## config.mk

```make
export PLATFORM = sky130hd
export DESIGN_NAME = dual_mul_add_fb
export DESIGN_NICKNAME = d
export VERILOG_FILES = /design/src/rtl/dmafb_pkg.sv /design/src/rtl/dmafb_in_stage.sv /design/src/rtl/dmafb_mul.sv /design/src/rtl/dmafb_out_stage.sv /design/src/rtl/dual_mul_add_fb.sv
export SDC_FILE = /design/constraint.sdc
export NUM_CORES = 2
export LEC_CHECK = 0
export ABC_AREA = 1
export BUFFER_PORTS_ARGS = -buffer_cell sky130_fd_sc_hd__buf_4
export CAP_MARGIN = 20
export CORE_UTILIZATION = 50
export CTS_CLUSTER_DIAMETER = 30
export DETAILED_ROUTE_END_ITERATION = 7
export PLACE_DENSITY = 0.65
export REMOVE_ABC_BUFFERS = 1
export SLEW_MARGIN = 15
export SYNTH_ARGS = -nofsm -noshare
export SYNTH_HDL_FRONTEND = slang
export SYNTH_SLANG_ARGS = --single-unit
```

## constraint.sdc

```tcl
create_clock -name clk -period 7.58 [get_ports clk]
set_clock_uncertainty 0.1 [all_clocks]
set_input_delay 0.379 -clock clk [delete_from_list [all_inputs] [get_ports clk]]
set_output_delay 0.379 -clock clk [all_outputs]
set_load 0.01 [all_outputs]
```

## src/rtl/dmafb_pkg.sv

```systemverilog
`timescale 1ns/1ps
package dmafb_pkg;
    // Output-stage controls travel with their sample through the pipe.
    typedef struct packed {
        logic rnd;
        logic sat;
    } ostage_ctl_t;

    localparam int unsigned OPW_DEFAULT = 18;
endpackage

```

## src/rtl/dmafb_in_stage.sv

```systemverilog
`timescale 1ns/1ps
module dmafb_in_stage
    import dmafb_pkg::*;
#(
    parameter int unsigned W        = OPW_DEFAULT,
    parameter bit          LOOPBACK = 1'b0
) (
    input  logic          clk,
    input  logic          arst,
    input  logic          ce,
    input  logic          a_signed,
    input  logic          b_signed,
    input  logic          rnd_en,
    input  logic          sat_en,
    input  logic          fb_kill,
    input  logic [W-1:0]  opa0,
    input  logic [W-1:0]  opb0,
    input  logic [W-1:0]  opa1,
    input  logic [W-1:0]  opb1,
    input  logic [W-1:0]  fb_val,
    output logic [W-1:0]  xa0_q,
    output logic [W-1:0]  xb0_q,
    output logic [W-1:0]  xa1_q,
    output logic [W-1:0]  xb1_q,
    output logic          as_q,
    output logic          bs_q,
    output ostage_ctl_t   ctl_q
);
    logic [W-1:0] a0_src;

    generate
        if (LOOPBACK) begin : g_fb
            // Upper half of the registered result, or zero when killed.
            assign a0_src = fb_kill ? '0 : fb_val;
        end else begin : g_direct
            assign a0_src = opa0;
        end
    endgenerate

    always_ff @(posedge clk or posedge arst) begin
        if (arst) begin
            xa0_q <= '0;
            xb0_q <= '0;
            xa1_q <= '0;
            xb1_q <= '0;
            as_q  <= 1'b0;
            bs_q  <= 1'b0;
            ctl_q <= '0;
        end else if (ce) begin
            xa0_q <= a0_src;
            xb0_q <= opb0;
            xa1_q <= opa1;
            xb1_q <= opb1;
            as_q  <= a_signed;
            bs_q  <= b_signed;
            ctl_q <= '{rnd: rnd_en, sat: sat_en};
        end
    end
endmodule

```

## src/rtl/dmafb_mul.sv

```systemverilog
`timescale 1ns/1ps
module dmafb_mul #(
    parameter int unsigned W  = 18,
    localparam int unsigned PW = 2*W + 2
) (
    input  logic [W-1:0]         x,
    input  logic [W-1:0]         y,
    input  logic                 x_signed,
    input  logic                 y_signed,
    output logic signed [PW-1:0] p
);
    // One extra bit turns either interpretation into a signed operand.
    logic signed [W:0] xe;
    logic signed [W:0] ye;

    assign xe = {x_signed & x[W-1], x};
    assign ye = {y_signed & y[W-1], y};
    assign p  = xe * ye;
endmodule

```

## src/rtl/dmafb_out_stage.sv

```systemverilog
`timescale 1ns/1ps
module dmafb_out_stage
    import dmafb_pkg::*;
#(
    parameter int unsigned W        = OPW_DEFAULT,
    parameter bit          SUBTRACT = 1'b0,
    localparam int unsigned PW = 2*W + 2,
    localparam int unsigned SW = PW + 1,
    localparam int unsigned OW = 2*W
) (
    input  logic                 clk,
    input  logic                 arst,
    input  logic                 ce,
    input  logic signed [PW-1:0] p0,
    input  logic signed [PW-1:0] p1,
    input  ostage_ctl_t          ctl,
    output logic [OW-1:0]        acc_q,
    output logic                 ovf_q
);
    localparam logic signed [SW-1:0] HALF = {{(SW-W){1'b0}}, 1'b1, {(W-1){1'b0}}};
    localparam logic signed [SW-1:0] MAXP = {{(SW-OW+1){1'b0}}, {(OW-1){1'b1}}};
    localparam logic signed [SW-1:0] MINN = {{(SW-OW+1){1'b1}}, {(OW-1){1'b0}}};

    logic signed [SW-1:0] s0, s1, comb, rsum;
    logic                 hi_out, lo_out;
    logic [OW-1:0]        acc_d;
    logic                 ovf_d;

    assign s0 = SW'(p0);
    assign s1 = SW'(p1);

    generate
        if (SUBTRACT) begin : g_sub
            assign comb = s0 - s1;
        end else begin : g_add
            assign comb = s0 + s1;
        end
    endgenerate

    assign rsum   = ctl.rnd ? (comb + HALF) : comb;
    assign hi_out = rsum > MAXP;
    assign lo_out = rsum < MINN;

    always_comb begin
        acc_d = rsum[OW-1:0];
        ovf_d = 1'b0;
        if (ctl.sat && hi_out) begin
            acc_d = {1'b0, {(OW-1){1'b1}}};
            ovf_d = 1'b1;
        end else if (ctl.sat && lo_out) begin
            acc_d = {1'b1, {(OW-1){1'b0}}};
            ovf_d = 1'b1;
        end
    end

    always_ff @(posedge clk or posedge arst) begin
        if (arst) begin
            acc_q <= '0;
            ovf_q <= 1'b0;
        end else if (ce) begin
            acc_q <= acc_d;
            ovf_q <= ovf_d;
        end
    end
endmodule

```

## src/rtl/dual_mul_add_fb.sv

```systemverilog
`timescale 1ns/1ps
module dual_mul_add_fb
    import dmafb_pkg::*;
#(
    parameter int unsigned W        = OPW_DEFAULT,
    parameter bit          SUBTRACT = 1'b0,
    parameter bit          LOOPBACK = 1'b0,
    localparam int unsigned PW = 2*W + 2,
    localparam int unsigned OW = 2*W,
    localparam int unsigned NL = 2
) (
    input  logic          clk,
    input  logic          arst,
    input  logic          ce,
    input  logic          a_signed,
    input  logic          b_signed,
    input  logic          rnd_en,
    input  logic          sat_en,
    input  logic          fb_kill,
    input  logic [W-1:0]  opa0,
    input  logic [W-1:0]  opb0,
    input  logic [W-1:0]  opa1,
    input  logic [W-1:0]  opb1,
    output logic [OW-1:0] acc_o,
    output logic [W-1:0]  res_o,
    output logic          ovf
);
    logic [W-1:0]         xa_s1 [NL];
    logic [W-1:0]         xb_s1 [NL];
    logic [W-1:0]         xa0_s1;
    logic                 as_s1, bs_s1;
    ostage_ctl_t          ctl_s1, ctl_s2;
    logic signed [PW-1:0] prod_c [NL];
    logic signed [PW-1:0] prod_s2 [NL];

    dmafb_in_stage #(.W(W), .LOOPBACK(LOOPBACK)) u_in (
        .clk(clk), .arst(arst), .ce(ce),
        .a_signed(a_signed), .b_signed(b_signed),
        .rnd_en(rnd_en), .sat_en(sat_en), .fb_kill(fb_kill),
        .opa0(opa0), .opb0(opb0), .opa1(opa1), .opb1(opb1),
        .fb_val(res_o),
        .xa0_q(xa_s1[0]), .xb0_q(xb_s1[0]),
        .xa1_q(xa_s1[1]), .xb1_q(xb_s1[1]),
        .as_q(as_s1), .bs_q(bs_s1), .ctl_q(ctl_s1)
    );

    assign xa0_s1 = xa_s1[0];

    generate
        for (genvar g = 0; g < NL; g++) begin : g_lane
            dmafb_mul #(.W(W)) u_mul (
                .x(xa_s1[g]), .y(xb_s1[g]),
                .x_signed(as_s1), .y_signed(bs_s1),
                .p(prod_c[g])
            );

            always_ff @(posedge clk or posedge arst) begin
                if (arst) begin
                    prod_s2[g] <= '0;
                end else if (ce) begin
                    prod_s2[g] <= prod_c[g];
                end
            end
        end
    endgenerate

    always_ff @(posedge clk or posedge arst) begin
        if (arst) begin
            ctl_s2 <= '0;
        end else if (ce) begin
            ctl_s2 <= ctl_s1;
        end
    end

    dmafb_out_stage #(.W(W), .SUBTRACT(SUBTRACT)) u_out (
        .clk(clk), .arst(arst), .ce(ce),
        .p0(prod_s2[0]), .p1(prod_s2[1]), .ctl(ctl_s2),
        .acc_q(acc_o), .ovf_q(ovf)
    );

    assign res_o = acc_o[OW-1:W];
endmodule

```

==> reports/metrics.cfg <==
[status]
status = finished, final reports clean

[timing]
period_needed_ps = 7198
slew_violations = 0
relSlewSlack_pct = 40.23
final_hold_viol_count = 0
fmax_mhz = 138.9
setup_viol = 0
rsz0062_at_grt = no
period_share_pct = 94.96
setup_tns_ps = 0
worst_slew_pin_slew_ps = 896.6

[final_layout]
regArea_um2 = 4783
antenna_cells = 0
areaGrowthSynthToFinish_pct = 8.523
fillCellCount = 7325
fin_nets = 6124
final_layout_size_suffix_gt1_share_pct = 6.076
multi_input_area_um2 = 27830

[yosys]
ys_async_sr_fraction_pct = 100.0
synth_seq_cells = 191
yosysUniqueCellTypes = 41
synth.avg_cell_area_um2 = 7.752
yosysWarnings = 0
syn_inst = 4952
dominantRegCellSynth = dfrtp_1
synthesis.area_um2 = 38390
synth_edf_count = 0
synth.top_cell.area_share_pct = 38.54
synth_top_cell_by_area = fa_1
yosys-top-cells-area = fa_1 (39%), nand2_1 (15%), inv_1 (13%), dfrtp_1 (12%), ha_1 (8.6%)
yosysSeqAreaShare_pct = 12.45

[clock_tree]
numCtsBuffers = 17
tritoncts = done
cts.sink_count = 191
htree_levels = 4
cts.path.max_buffers = 2
cts_post_setup_buffers_inserted = 0
root_buffer = clkbuf_16
clkSlewWorstSetupHoldPaths_ps = 90
insertion_delay_ps = 510

[grt]
grt_usage_pct = 25.46
grt_max_degree = 103
grt_pass1_wl_um = 156100
grt_pass1_vias = 30850
antenna_found_initial = 0
gr-total-overflow = 0

[route]
firstDrtPassIters = 5
drcViolationCount = 0
wl_um = 92960
ant_nets = 0
wire_per_inst_um = 15.28
vias = 29910
vias_per_cell = 4.916
drt-initial-drc-count = 2037

[worst_setup_path]
crit_chain = nand2_1 -> fa_1 -> inv_1 -> fa_1 -> fa_1 -> fa_1 -> fa_1 -> fa_1 -> ha_1 -> ha_1 -> nand2_1 -> nor2_1 -> nor3b_1 -> nand4_1 -> nand3_1 -> nand3_1 -> nand2_1 -> nand3_1 -> nand3_1 -> nand2_1 -> nand2_1 -> inv_1 -> or2_2 -> a31oi_1
critPathKind = flop to flop
cpLargestDelayFamily = adder cells
end_kind = flop
cp_slowest_cell = dfrtp_1
slowest_delay_ps = 890
critPathArrivalTime_ps = 7530
worstPathRequired_ps = 7910
critPathBufInv = 2
path_common_cell = fa_1
crit_fanout = 20
cp-start-kind = flop

[min_path]
hp-class = input port to flop

[floorplanning]
fp.coreArea_um2 = 75950
die_w_um = 279.1
fp.dieH_um = 279.1
ioPinCount = 135
num_rows = 101
start_util_pct = 50.54
die_area_um2 = 77890

[place]
io_buffers = 133
dp.final_hpwl_um = 77330
place.gp.congestion = 0.9201

[job]
maxCapViolations = 0

stage by stage:
stage                     std cells  setup WS, ps  hold slack, ps  utilization (%)  area, µm²
after floorplan                4740         937.0           342.2                -      37470
after global placement         5976         624.9           358.0            53.10      40330
after detailed placement       5976         460.9           364.7            53.10      40330
after CTS                      6083         422.9           14.11            54.85      41660
after global routing           6083         10.22           53.87            54.85      41660
final                          6083         382.0           31.77            54.85      41660
kinds of logic (layout without fill, tap and decap cells):
kind of cell | Yosys count | after routing | share of synthesized area [%]
AOI/OAI and AO/OA | 251 | 251 | 3.660
xor gates and xnor gates | 74 | 74 | 1.688
adders and majority gates | 1004 | 1004 | 47.18
buffers and inverters | 1508 | 1609 | 15.05
DFF | 191 | 191 | 12.45
and+or+nand+nor | 1924 | 1924 | 19.97
tightest hold or removal path: stages:
cell and delay, ps:
buf_4 80, nand2_1 80, o21ai_0 80
sequential cells by signal, indices dropped and copies added (netlist names):
register and count:
ctl_s2 2, prod_s2 76, u_in.as_q 1, u_in.bs_q 1, u_in.ctl_q 2, u_in.xa0_q 18
u_in.xa1_q 18, u_in.xb0_q 18, u_in.xb1_q 18, u_out.acc_q 36, u_out.ovf_q 1
Yosys cell counts (5+ instances only):
master    instances
xor2_1           41
nor2_2           12
or2_2            25
nand2_1        1546
buf_4            18
nor3_1           14
dfrtp_1         191
ha_1            265
o21ai_0          79
buf_1            15
a31oi_1          41
xnor2_1          33
a21oi_1          94
o21a_1            5
nor2_1          180
nand3b_1         14
nand2_2          13
fa_1            739
nand3_2           7
o21bai_1          7
inv_1          1291
clkbuf_1        169
o31ai_1          13
nor4_1            5
nand3_1          83
nand4_1          14
buf_6             6
repair_timing:
action,in CTS,in global routing
gates resized for setup,0,3
endpoints found under the setup margin,0,4
hold buffers,75,0
hold endpoints to repair,146,0
placed cells by master (no fill, tap or decap), drive strengths merged, types with 5 or more instances in the layout:
cell type / n
a21oi: 94
a31oi: 41
buf: 205
clkbuf: 18
clkinv: 7
dfrtp: 191
dlygate4sd3: 75
fa: 739
ha: 265
inv: 1301
nand2: 1560
nand3: 90
nand3b: 14
nand4: 14
nor2: 195
nor3: 15
nor4: 5
o21a: 5
o21ai: 79
o21bai: 7
o31ai: 13
or2: 26
xnor2: 33
xor2: 41
layout make-up:
type | instances | share of cell area, %
Timing Repair Buffer | 281 | 5.529
Tap cell | 1030 | 3.094
Clock buffer | 17 | 1.021
Inverter | 1296 | 11.71
Sequential cell | 191 | 11.48
Clock inverter | 15 | 0.3634
Multi-Input combinational cell | 3253 | 66.80
routing by layer:
metal / up-vias / track usage, % / routed length [µm]
li1: 14360 / - / -
met1: 14720 / 35.43 / 41750
met2: 715 / 42.55 / 44530
met3: 111 / 2.401 / 4458
met4: 0 / 6.917 / 2225
met5: - / 0 / 0
final timing paths:
| path | startpoint | to | slack, ps | depth (start not counted) |
|---|---|---|---|---|
| setup / recovery | u_in.xb0_q[3]$_DFFE_PP0P_ | prod_s2[70]$_DFFE_PP0P_ | 380 | 24 |
| hold / removal | opa0[0] | u_in.xa0_q[0]$_DFFE_PP0P_ | 30 | 3 |
| setup reg to reg | u_in.xb0_q[3]$_DFFE_PP0P_ | prod_s2[70]$_DFFE_PP0P_ | 380 | 24 |
| hold reg to reg | u_out.acc_q[14]$_DFFE_PP0P_ | u_out.acc_q[14]$_DFFE_PP0P_ | 390 | 2 |
| max in group asynchronous | arst | u_out.acc_q[6]$_DFFE_PP0P_ | 5720 | 4 |
| min in group asynchronous | arst | u_in.xb0_q[17]$_DFFE_PP0P_ | 400 | 3 |
Power is left out: the tool's default activity adds up to more than one toggle a clock period on the data nets, which glitch-free logic cannot reach.
